--- config.mk ---
export PLATFORM = sky130hd
export DESIGN_NAME = flash_erase_ctl
export DESIGN_NICKNAME = d
export VERILOG_FILES = /design/src/rtl/fe_pkg.sv /design/src/rtl/fe_regs.sv /design/src/rtl/fe_seq.sv /design/src/rtl/flash_erase_ctl.sv
export SDC_FILE = /design/constraint.sdc
export NUM_CORES = 1
export LEC_CHECK = 0
export BUFFER_PORTS_ARGS = -buffer_cell sky130_fd_sc_hd__buf_2
export CAP_MARGIN = 20
export CORE_UTILIZATION = 40
export DETAILED_ROUTE_END_ITERATION = 10
export GPL_ROUTABILITY_DRIVEN = 0
export SKIP_CTS_REPAIR_TIMING = 1
export SLEW_MARGIN = 20
export SYNTH_ARGS = -nofsm -noshare
export SYNTH_HDL_FRONTEND = slang
export SYNTH_SLANG_ARGS = --single-unit
--- constraint.sdc ---
create_clock -name clk -period 3.8 [get_ports clk]
set_input_delay 0.76 -clock clk [delete_from_list [all_inputs] [get_ports clk]]
set_output_delay 0.76 -clock clk [all_outputs]
set_load 0.01 [all_outputs]
--- src/rtl/fe_pkg.sv ---
package fe_pkg;
    localparam int ADDR_W = 2;
    localparam logic [ADDR_W-1:0] A_CMD  = 2'd0;
    localparam logic [ADDR_W-1:0] A_PAGE = 2'd1;
    localparam logic [ADDR_W-1:0] A_MEN  = 2'd2;
    localparam logic [ADDR_W-1:0] A_STAT = 2'd3;

    typedef enum logic [2:0] {
        S_IDLE,
        S_PG_START,
        S_PG_WAIT,
        S_MS_START,
        S_MS_WAIT
    } seq_state_t;
endpackage

--- src/rtl/fe_regs.sv ---
module fe_regs
    import fe_pkg::*;
#(
    parameter int DATA_W = 8,
    parameter int PAGE_W = 7
) (
    input  logic              clk,
    input  logic              rst_n,
    input  logic              wr_en,
    input  logic [ADDR_W-1:0] wr_addr,
    input  logic [DATA_W-1:0] wr_data,
    input  logic              clr_page_arm,
    input  logic              clr_mass_arm,
    output logic              cmd_wr,
    output logic [DATA_W-1:0] cmd_q,
    output logic [PAGE_W-1:0] page_q,
    output logic              page_arm,
    output logic              mass_arm
);
    logic page_wr, men_wr;

    assign cmd_wr  = wr_en && (wr_addr == A_CMD);
    assign page_wr = wr_en && (wr_addr == A_PAGE);
    assign men_wr  = wr_en && (wr_addr == A_MEN);

    always_ff @(posedge clk or negedge rst_n) begin
        if (!rst_n) begin
            cmd_q    <= '0;
            page_q   <= '0;
            page_arm <= 1'b0;
            mass_arm <= 1'b0;
        end else begin
            if (cmd_wr) cmd_q <= wr_data;
            if (page_wr) begin
                page_q   <= wr_data[PAGE_W-1:0];
                page_arm <= 1'b1;
            end else if (clr_page_arm) begin
                page_arm <= 1'b0;
            end
            if (men_wr) mass_arm <= 1'b1;
            else if (clr_mass_arm) mass_arm <= 1'b0;
        end
    end

    // an accepted page erase uses up its arm
    assert_page_arm_used_R6: assert property (@(posedge clk) disable iff (!rst_n)
        clr_page_arm |=> !page_arm);
    // an accepted mass erase uses up its arm
    assert_mass_arm_used_R7: assert property (@(posedge clk) disable iff (!rst_n)
        clr_mass_arm |=> !mass_arm);
    // a page write always arms, whatever the sequencer is doing
    assert_page_write_arms_R10: assert property (@(posedge clk) disable iff (!rst_n)
        page_wr |=> page_arm);
endmodule

--- src/rtl/fe_seq.sv ---
module fe_seq
    import fe_pkg::*;
#(
    parameter int                DATA_W   = 8,
    parameter int                PAGE_W   = 7,
    parameter logic [DATA_W-1:0] KEY_PAGE = 8'h55,
    parameter logic [DATA_W-1:0] KEY_MASS = 8'hAA
) (
    input  logic              clk,
    input  logic              rst_n,
    input  logic              cmd_wr,
    input  logic [DATA_W-1:0] cmd_data,
    input  logic              page_arm,
    input  logic              mass_arm,
    input  logic              dbg_en,
    input  logic [PAGE_W-1:0] page_in,
    input  logic              done,
    output logic              clr_page_arm,
    output logic              clr_mass_arm,
    output logic              page_req,
    output logic              mass_req,
    output logic              busy,
    output logic [PAGE_W-1:0] page_out
);
    seq_state_t state, state_nx;
    logic idle, go_page, go_mass;

    assign idle    = (state == S_IDLE);
    assign go_page = idle && cmd_wr && (cmd_data == KEY_PAGE) && page_arm;
    assign go_mass = idle && cmd_wr && (cmd_data == KEY_MASS) && mass_arm && dbg_en;
    assign clr_page_arm = go_page;
    assign clr_mass_arm = go_mass;

    always_comb begin
        state_nx = state;
        unique case (state)
            S_IDLE: begin
                if (go_page)      state_nx = S_PG_START;
                else if (go_mass) state_nx = S_MS_START;
            end
            S_PG_START: state_nx = S_PG_WAIT;
            S_PG_WAIT:  if (done) state_nx = S_IDLE;
            S_MS_START: state_nx = S_MS_WAIT;
            S_MS_WAIT:  if (done) state_nx = S_IDLE;
            default:    state_nx = S_IDLE;
        endcase
    end

    always_ff @(posedge clk or negedge rst_n) begin
        if (!rst_n) begin
            state    <= S_IDLE;
            page_out <= '0;
        end else begin
            state <= state_nx;
            if (go_page) page_out <= page_in;
        end
    end

    always_comb begin
        page_req = 1'b0;
        mass_req = 1'b0;
        busy     = 1'b1;
        unique case (state)
            S_IDLE:     busy     = 1'b0;
            S_PG_START: page_req = 1'b1;
            S_PG_WAIT:  ;
            S_MS_START: mass_req = 1'b1;
            S_MS_WAIT:  ;
            default:    busy     = 1'b0;
        endcase
    end

    assert_req_single_R9: assert property (@(posedge clk) disable iff (!rst_n)
        (page_req || mass_req) |=> !(page_req || mass_req));
    assert_page_held_R9: assert property (@(posedge clk) disable iff (!rst_n)
        (busy && !idle && $past(busy)) |-> $stable(page_out));
    assert_busy_holds_R12: assert property (@(posedge clk) disable iff (!rst_n)
        (busy && !done) |=> busy);
    assert_no_start_busy_R8: assert property (@(posedge clk) disable iff (!rst_n)
        busy |-> !(clr_page_arm || clr_mass_arm));
    assert_req_excl_R2: assert property (@(posedge clk) disable iff (!rst_n)
        !(page_req && mass_req));
    assert_mass_needs_dbg_R7: assert property (@(posedge clk) disable iff (!rst_n)
        clr_mass_arm |-> dbg_en);
endmodule

--- src/rtl/flash_erase_ctl.sv ---
module flash_erase_ctl
    import fe_pkg::*;
#(
    parameter int                DATA_W   = 8,
    parameter int                PAGE_W   = 7,
    parameter logic [DATA_W-1:0] KEY_PAGE = 8'h55,
    parameter logic [DATA_W-1:0] KEY_MASS = 8'hAA
) (
    input  logic              clk,
    input  logic              rst_n,
    input  logic              wr_en,
    input  logic [1:0]        wr_addr,
    input  logic [DATA_W-1:0] wr_data,
    input  logic [1:0]        rd_addr,
    output logic [DATA_W-1:0] rd_data,
    input  logic              dbg_en,
    input  logic              erase_done,
    output logic              page_erase_req,
    output logic              mass_erase_req,
    output logic [PAGE_W-1:0] erase_page,
    output logic              busy
);
    localparam int PAD_PAGE = DATA_W - PAGE_W;
    localparam int PAD_STAT = DATA_W - 3;

    logic              cmd_wr, page_arm, mass_arm, clr_page_arm, clr_mass_arm;
    logic [DATA_W-1:0] cmd_q;
    logic [PAGE_W-1:0] page_q;

    fe_regs #(.DATA_W(DATA_W), .PAGE_W(PAGE_W)) u_regs (
        .clk(clk), .rst_n(rst_n), .wr_en(wr_en), .wr_addr(wr_addr),
        .wr_data(wr_data), .clr_page_arm(clr_page_arm),
        .clr_mass_arm(clr_mass_arm), .cmd_wr(cmd_wr), .cmd_q(cmd_q),
        .page_q(page_q), .page_arm(page_arm), .mass_arm(mass_arm)
    );

    fe_seq #(.DATA_W(DATA_W), .PAGE_W(PAGE_W),
             .KEY_PAGE(KEY_PAGE), .KEY_MASS(KEY_MASS)) u_seq (
        .clk(clk), .rst_n(rst_n), .cmd_wr(cmd_wr), .cmd_data(wr_data),
        .page_arm(page_arm), .mass_arm(mass_arm), .dbg_en(dbg_en),
        .page_in(page_q), .done(erase_done),
        .clr_page_arm(clr_page_arm), .clr_mass_arm(clr_mass_arm),
        .page_req(page_erase_req), .mass_req(mass_erase_req),
        .busy(busy), .page_out(erase_page)
    );

    always_comb begin
        rd_data = '0;
        case (rd_addr)
            A_CMD:   rd_data = cmd_q;
            A_PAGE:  rd_data = {{PAD_PAGE{1'b0}}, page_q};
            A_STAT:  rd_data = {{PAD_STAT{1'b0}}, mass_arm, page_arm, busy};
            default: rd_data = '0;
        endcase
    end

    assert_req_busy_R2: assert property (@(posedge clk) disable iff (!rst_n)
        (page_erase_req || mass_erase_req) |-> busy);
    assert_done_idle_R12: assert property (@(posedge clk) disable iff (!rst_n)
        (!busy && erase_done && !wr_en) |=> !busy);
endmodule

Word-level counts from Yosys, hierarchy flattened
Cells that the tools add are included.
{"block": "word_totals", "ff_bits": 27, "out_inout_bits": 18, "wordCells": 47, "in_bits": 17}
{"block": "classes", "n_mux": 12, "reduce_logical": 17, "eq_ne": 12}
{"op": "$pmux W8 S3", "count": 1}
{"op": "$pmux W3 S4", "count": 1}
{"op": "$logic_and A1 B1 Y1", "count": 9}
{"op": "$mux W3", "count": 3}
{"op": "$eq A8 B7 Y1 const B", "count": 1}
{"op": "$eq A8 B8 Y1 const B", "count": 1}
{"op": "$mux W1", "count": 7}
{"op": "$eq A3 B2 Y1 const B", "count": 2}
{"op": "$eq A2 B1 Y1 const B", "count": 2}
{"op": "$eq A2 B2 Y1 const B", "count": 2}
{"op": "$logic_not A2 Y1", "count": 2}
{"op": "$reduce_bool A2 Y1", "count": 2}
{"op": "$reduce_or A4 Y1", "count": 1}
{"op": "$eq A3 B1 Y1 const B", "count": 1}
{"op": "$eq A3 B3 Y1 const B", "count": 1}
{"op": "$logic_not A3 Y1", "count": 1}
{"op": "$ne A3 B3 Y1 const B", "count": 1}
{"op": "$ne A2 B1 Y1 const B", "count": 1}
{"op": "$reduce_and A2 Y1", "count": 1}
{"op": "$reduce_or A2 Y1", "count": 1}

Depth between registers and ports, before layout
Gate-level depths: netlist (run 1).
{"block": "depth", "depth_word": 9, "ltp_mapped": 4, "mapped_depth_nobuf": 3}

Hierarchy
Synthesis (run 1) repeated with hierarchy kept, for this count alone.
{"block": "hier_totals", "hier_cells": 101, "area_unflattened_um2": 1340.0}
{"mod": "fe_regs", "area_each_um2": 654.4, "cells_each": 40, "seq_area_each_um2": 425.4, "n_inst": 1}
{"mod": "fe_seq", "area_each_um2": 546.8, "cells_each": 41, "seq_area_each_um2": 250.2, "n_inst": 1}
{"mod": "flash_erase_ctl", "area_each_um2": 138.9, "cells_each": 20, "seq_area_each_um2": 0.0, "n_inst": 1}

Worst setup path before layout (run 1)
No wires, ideal clock.
{"block": "synth_timing", "path_kind": "in2out", "start": "in rd_addr[0]", "end": "out rd_data[1]", "required_ns": 3.040, "path_slack_ns": 1.701, "cell_stages": 3, "path_buffers": 1, "t_arrival_ns": 1.339, "path_cell_list": "buf_2 -> mux2i_1 -> o21ai_0"}
{"block": "synth_via", "elab_chain_len": 2, "word_cells_on_any_way": 4, "cone_classes": "2 x eq/ne; 1 x mux; 1 x reduce/logical"}
{"element": "from (decl)", "line": "flash_erase_ctl.sv:14", "source": "input logic [1:0] rd_addr,"}
{"element": "$eq A2 B2 Y1 (tied with other cells)", "line": "flash_erase_ctl.sv:49", "source": "case (rd_addr)"}
{"element": "$pmux W8 S3 *", "line": "flash_erase_ctl.sv:49"}
{"element": "to (decl)", "line": "flash_erase_ctl.sv:15", "source": "output logic [DATA_W-1:0] rd_data,"}
Mark *: on every way between the ends. The rest lies on a longest branch, timed or not.

Final worst setup path (run 1)
{"block": "layout_timing", "start": "in rd_addr[0]", "end": "out rd_data[0]"}
The elaborated chain is that of the path after synthesis.

==> impl_metrics.py, run 1 <==
metrics = {
    "drt": {
        "ant_nets": 0,
        "wirelength_um": 2570,
        "vias": 899,
        "routed_via_density": 5.08,
        "remaining_drc_errors": 0,
        "wl_per_cell_um": 14.5,
        "drtIter0Drc": 36,
        "drt_first_pass_iters": 4,
    },
    "pwr": {
        "p_total_mw": 0.557,
        "p_sw_mw": 0.143,
        "power_density_nw_per_um2": 358,
        "pwr-share-seq_pct": 60.4,
        "switching_share_pct": 25.8,
        "power_frac_clock_pct": 21.8,
        "pwr-share-comb_pct": 17.8,
        "power.internal_mw": 0.413,
        "p_leak_nw": 0.767,
        "peakVddDrop_mv": 0.157,
    },
    "timing": {
        "fmax_mhz": 415,
        "rsz0062_at_grt": "no",
        "setup_viol": 0,
        "drv_slew": 0,
        "worstMarginPinSlew_ns": 0.648,
        "fin_crit_sh_pct": 63.3,
        "finalWorstPathRequiredPeriod_ns": 2.41,
        "hold_viol": 0,
        "setup-tns-final_ns": 0,
        "slew_headroom_pct": 56.8,
        "finClkSkew_ns": 0.00352,
    },
    "clocking": {
        "htree_num_levels": 1,
        "cts_root_buf": "clkbuf_4",
        "clock-sinks": 27,
        "clock_latency_ns": 0.32,
        "cts_buffers": 3,
        "path_clk_slew_ns": 0.14,
        "cts_tree": "done",
        "clk_path_buf_depth": 2,
    },
    "setup_path": {
        "cpMaxStageDelayCell": "buf_2",
        "timing.rr.start": "u_seq.state[2]$_DFFE_PN0P_",
        "critPathTopFamily": "buffers and inverters",
        "cp_max_fo": 11,
        "crit_chain": "buf_2 -> mux2i_1 -> nor2_1 -> a31o_2 -> buf_2",
        "cp_common_cell": "buf_2",
        "criticalPathCategory": "input pin to output pin",
        "cp_num_buf_inv": 2,
        "cp.depth": 5,
        "cp-end-kind": "output pin",
        "rr_worst_depth": 3,
        "ff2ff_setup_slack_ns": 2.22,
        "crit_start": "rd_addr[0]",
        "start_kind": "input pin",
        "critPathArrivalTime_ns": 1.65,
        "worstSetupEndpoint": "rd_data[0]",
        "worstReg2RegEnd": "u_seq.page_out[4]$_DFFE_PN0P_",
        "critPathMaxStageDelay_ns": 0.27,
        "critPathRequiredTime_ns": 3.04,
    },
    "status": {
        "status": "finished clean",
    },
    "finish": {
        "layout_common_cells": "buf_2, dfrtp_1, mux2_2",
        "area_delta_synth_final_pct": 17.1,
        "seqCellArea_um2": 676,
        "antennaDiodeCount": 0,
        "drive_gt1_share_pct": 50.4,
        "fin_nets": 151,
        "multi_input_area_um2": 619,
        "fin_area_um2": 1550,
        "final_common_cell": "buf_2",
        "nFillCells": 304,
    },
    "global_route": {
        "antenna_found_initial": 0,
        "grt_pass1_vias": 895,
        "grt_max_degree": 28,
        "overflow": 0,
        "grtUsageTotal_pct": 16.9,
        "grt_pass1_wl_um": 4290,
    },
    "job": {
        "maxCapViolCount": 0,
    },
    "placed_design": {
        "dp_hpwl_um": 1890,
        "portBuffers": 34,
        "place_area_um2": 1530,
    },
    "die": {
        "die_y_um": 59.6,
        "fp.coreArea_um2": 3100,
        "die_width_um": 59.6,
        "top_level_ports": 35,
        "fp-row-count": 20,
        "die_area_um2": 3550,
        "start_util_pct": 42.8,
    },
    "synthesis": {
        "seq_area_frac_synth_pct": 50.9,
        "syn_nets": 116,
        "synth_cells": 99,
        "syn_area_um2": 1330,
        "synth-seq-cells": 27,
        "yosysUniqueCellTypes": 31,
        "yosys_warnings": 0,
        "synth_area_per_cell_um2": 13.4,
    },
    "hold_path": {
        "worstHoldPathType": "input pin to asynchronous set/reset pin",
    },
}
routing by layer:
layer	up-vias	GRT usage, %	wire [µm]
met5	-	0	0
met3	2	2.62	65
met1	445	23.7	1280
met4	0	6.98	19
met2	16	26.0	1200
li1	436	-	-
power groups by stage:
stage / Clock [mW] / Combinational (mW) / Sequential, mW
after detailed placement: 0 / 0.101 / 0.343
after CTS: 0.130 / 0.101 / 0.336
after floorplan: 0 / 0.0638 / 0.338
final: 0.121 / 0.0990 / 0.336
after global routing: 0.146 / 0.111 / 0.341
after global placement: 0 / 0.0985 / 0.341
worst min path at each step:
stage,endpoint,slack [ns],cells after the start,startpoint
floorplan,u_regs.cmd_q[0]$_DFFE_PN0P_,0.46,0,rst_n
global placement,u_regs.cmd_q[7]$_DFFE_PN0P_,0.48,1,u_regs.cmd_q[7]$_DFFE_PN0P_
detailed placement,u_seq.page_out[0]$_DFFE_PN0P_,0.49,1,u_seq.page_out[0]$_DFFE_PN0P_
CTS,u_seq.page_out[3]$_DFFE_PN0P_,0.44,1,rst_n
global route,u_regs.page_q[3]$_DFFE_PN0P_,0.45,1,rst_n
finish,u_regs.page_q[3]$_DFFE_PN0P_,0.43,1,rst_n
stage by stage:
step | setup WS (ns) | util [%] | hold slack (ns) | cells
floorplan | 1.70 | - | 0.464 | 99
global placement | 1.39 | 49.2 | 0.483 | 173
detailed placement | 1.38 | 49.2 | 0.487 | 173
CTS | 1.38 | 50.1 | 0.440 | 177
global route | 1.32 | 50.1 | 0.447 | 177
finish | 1.39 | 50.1 | 0.428 | 177
cell type report:
class / count / area share, %
sequential: 27 / 43.5
inverter: 2 / 0.483
tap: 44 / 3.54
timing repair buffer: 34 / 11.0
multi-input combinational: 66 / 39.9
clock buffer: 4 / 1.69
sequential cells by signal, indices dropped and copies added (netlist names):
register and cells:
u_regs.cmd_q 8, u_regs.page_q 7, u_seq.page_out 7, u_seq.state 3, u_regs.mass_arm 1, u_regs.page_arm 1
cells in the mapped netlist:
cell | count | area, µm²
mux2i_1 | 7 | 70.1
dfrtp_1 | 27 | 676
nand4_4 | 1 | 21.3
nand4_1 | 1 | 6.26
clkbuf_1 | 1 | 3.75
mux2_2 | 20 | 225
nand3_1 | 3 | 15.0
nand3b_1 | 1 | 7.51
nor3b_1 | 4 | 30.0
inv_1 | 2 | 7.51
a21oi_1 | 2 | 10.0
buf_2 | 2 | 10.0
nand2_1 | 1 | 3.75
nor2b_1 | 1 | 6.26
a21boi_0 | 1 | 7.51
nor3b_4 | 1 | 18.8
mux2_4 | 2 | 30.0
nor4b_4 | 1 | 23.8
and4bb_2 | 2 | 25.0
xnor2_1 | 1 | 8.76
nand4b_1 | 1 | 8.76
a21bo_2 | 1 | 10.0
nor2_1 | 6 | 22.5
o22ai_1 | 1 | 6.26
a221o_1 | 1 | 10.0
buf_6 | 1 | 11.3
a31o_2 | 2 | 17.5
nor3_1 | 1 | 5.00
nor4bb_1 | 1 | 10.0
o21ai_0 | 2 | 10.0
and4b_1 | 1 | 10.0
cells by family after synthesis:
kind of cell | synth area share, %
AO/OA/AOI/OAI | 5.37
XOR/XNOR | 0.660
buffers and inverters | 2.45
flip-flops | 50.9
multiplexers | 24.5
AND/OR/NAND/NOR | 16.1
Power figures use the tool's default switching activity.
==> run 2: changes to the inputs <==
--- a/config.mk
+++ b/config.mk
@@ -10,6 +10,7 @@
 export CORE_UTILIZATION = 40
 export DETAILED_ROUTE_END_ITERATION = 10
 export GPL_ROUTABILITY_DRIVEN = 0
+export PLACE_DENSITY = 0.66
 export SKIP_CTS_REPAIR_TIMING = 1
 export SLEW_MARGIN = 20
 export SYNTH_ARGS = -nofsm -noshare
==> constraint.sdc (replaced) <==
create_clock -name clk -period 2.2 [get_ports clk]
set_input_delay 0.44 -clock clk [delete_from_list [all_inputs] [get_ports clk]]
set_output_delay 0.44 -clock clk [all_outputs]
set_load 0.01 [all_outputs]
==> run 2 against run 1 <==
- sequential power increased by 73%
- die area unchanged
- wire length fell by 0.66%
- hold slack worse by 0.33 ns
- global-route usage down 0.21 points
- largest cell class unchanged
==> impl_metrics.py, run 2 (synthesis results as in run 1) <==
metrics = {
    "status": {
        "status": "finished clean",
    },
    "pwr": {
        "p_leak_nw": 0.773,
        "power_density_nw_per_um2": 619,
        "peakVddDrop_mv": 0.340,
        "p_total_mw": 0.966,
    },
    "drt": {
        "ant_nets": 0,
        "vias": 946,
        "routed_via_density": 5.31,
        "wl_per_cell_um": 14.3,
        "drtIter0Drc": 15,
        "drt_first_pass_iters": 4,
        "wirelength_um": 2550,
        "remaining_drc_errors": 0,
    },
    "clocking": {
        "cts_root_buf": "clkbuf_4",
        "path_clk_slew_ns": 0.14,
        "clock_latency_ns": 0.32,
        "cts_buffers": 3,
        "htree_num_levels": 1,
        "clock-sinks": 27,
        "clk_path_buf_depth": 2,
        "cts_tree": "done",
    },
    "hold_path": {
        "worstHoldPathType": "input pin to asynchronous set/reset pin",
    },
    "setup_path": {
        "crit_chain": "nor2_1 -> xnor2_1 -> a31o_2 -> buf_2",
        "cp-end-kind": "output pin",
        "cp_num_buf_inv": 1,
        "critPathRequiredTime_ns": 1.76,
        "criticalPathCategory": "register to output pin",
        "cp_max_fo": 7,
        "cpMaxStageDelayCell": "dfrtp_1",
        "critPathTopFamily": "flip-flops",
        "critPathMaxStageDelay_ns": 0.49,
        "start_kind": "register",
        "critPathArrivalTime_ns": 1.52,
    },
    "die": {
        "die_width_um": 59.6,
        "start_util_pct": 42.8,
        "die_area_um2": 3550,
        "fp-row-count": 20,
        "top_level_ports": 35,
        "die_y_um": 59.6,
        "fp.coreArea_um2": 3100,
    },
    "finish": {
        "biggestRegsByFlops": "u_regs.cmd_q (8), u_regs.page_q (7), u_seq.page_out (7)",
        "fin_nets": 152,
        "area_delta_synth_final_pct": 17.6,
        "finalNonFillerCells": 178,
        "fin_area_um2": 1560,
        "layout_common_cells": "buf_2, dfrtp_1, mux2_2",
        "final_common_cell": "buf_2",
        "final_core_utilization_pct": 50.3,
        "largest_reg_flops": 8,
        "seqCellArea_um2": 676,
        "regMostFlops": "u_regs.cmd_q",
        "drive_gt1_share_pct": 50.7,
        "antennaDiodeCount": 0,
        "nFillCells": 299,
        "multi_input_area_um2": 619,
    },
    "global_route": {
        "grt_max_degree": 28,
        "grt_pass1_wl_um": 4320,
        "antenna_found_initial": 0,
        "grt_use_met2_pct": 27.3,
        "grtUsageTotal_pct": 16.7,
        "grtUsageMet1_pct": 21.4,
        "met3_usage_pct": 3.49,
        "overflow": 0,
        "grt_busiest_layer": "met2",
        "grt_pass1_vias": 882,
    },
    "timing": {
        "finClkSkew_ns": 0.00349,
        "fmax_mhz": 511,
        "finalWorstPathRequiredPeriod_ns": 1.96,
        "fin_crit_sh_pct": 88.9,
        "setup-tns-final_ns": 0,
        "setup_viol": 0,
        "worstMarginPinSlew_ns": 0.592,
        "rsz0062_at_grt": "no",
        "slew_headroom_pct": 60.5,
        "hold_viol": 0,
        "drv_slew": 0,
    },
    "job": {
        "maxCapViolCount": 0,
    },
    "placed_design": {
        "portBuffers": 34,
        "place_area_um2": 1540,
        "placed_cells": 174,
        "dp_hpwl_um": 1880,
    },
}
run 2: changes by cell type in the layout (fill, tap and decap cells not counted):
cell and change:
buf_4 +1
run 2: worst paths after layout:
| path | startpoint | end | slack, ns | cells after the start |
|---|---|---|---|---|
| min in group clk | wr_data[7] | u_regs.cmd_q[7]$_DFFE_PN0P_ | 0.37 | 2 |
| worst max register to register | u_seq.state[2]$_DFFE_PN0P_ | u_seq.page_out[5]$_DFFE_PN0P_ | 0.66 | 3 |
| worst max-delay path | u_seq.state[0]$_DFFE_PN0P_ | rd_data[0] | 0.24 | 4 |
| worst min-delay path | rst_n | u_seq.page_out[3]$_DFFE_PN0P_ | 0.1 | 1 |
| worst min register to register | u_seq.page_out[3]$_DFFE_PN0P_ | u_seq.page_out[3]$_DFFE_PN0P_ | 0.52 | 1 |
| max in group asynchronous | rst_n | u_seq.state[1]$_DFFE_PN0P_ | 1.72 | 1 |
run 2: power by group:
group / switching [mW] / internal, mW
logic: 0.0786 / 0.0933
clock network: 0.143 / 0.0710
registers: 0.0305 / 0.550
run 2: area by class of cell:
class / count / area share, %
timing repair buffer: 35 / 11.4
tap: 44 / 3.53
multi-input combinational: 66 / 39.7
inverter: 2 / 0.481
clock buffer: 4 / 1.68
sequential: 27 / 43.3
run 2: per-stage QoR:
| stage | worst slack, ns | hold slack (ns) |
|---|---|---|
| global placement | 0.456 | 0.479 |
| CTS | 0.222 | 0.115 |
| detailed placement | 0.419 | 0.489 |
| floorplan | 0.727 | 0.144 |
| global route | 0.138 | 0.122 |
| finish | 0.244 | 0.0966 |
run 2: routing by layer:
metal | routed length (µm) | vias up
met1 | 1210 | 476
met4 | 17 | 0
met2 | 1210 | 29
met5 | 0 | -
li1 | - | 439
met3 | 114 | 2
run 2: worst register-to-register path, cell delays in order (launching register included):
cell and delay [ns]:
dfrtp_1 0.50, nor4b_4 0.36, nand4_4 0.24, mux2_4 0.35
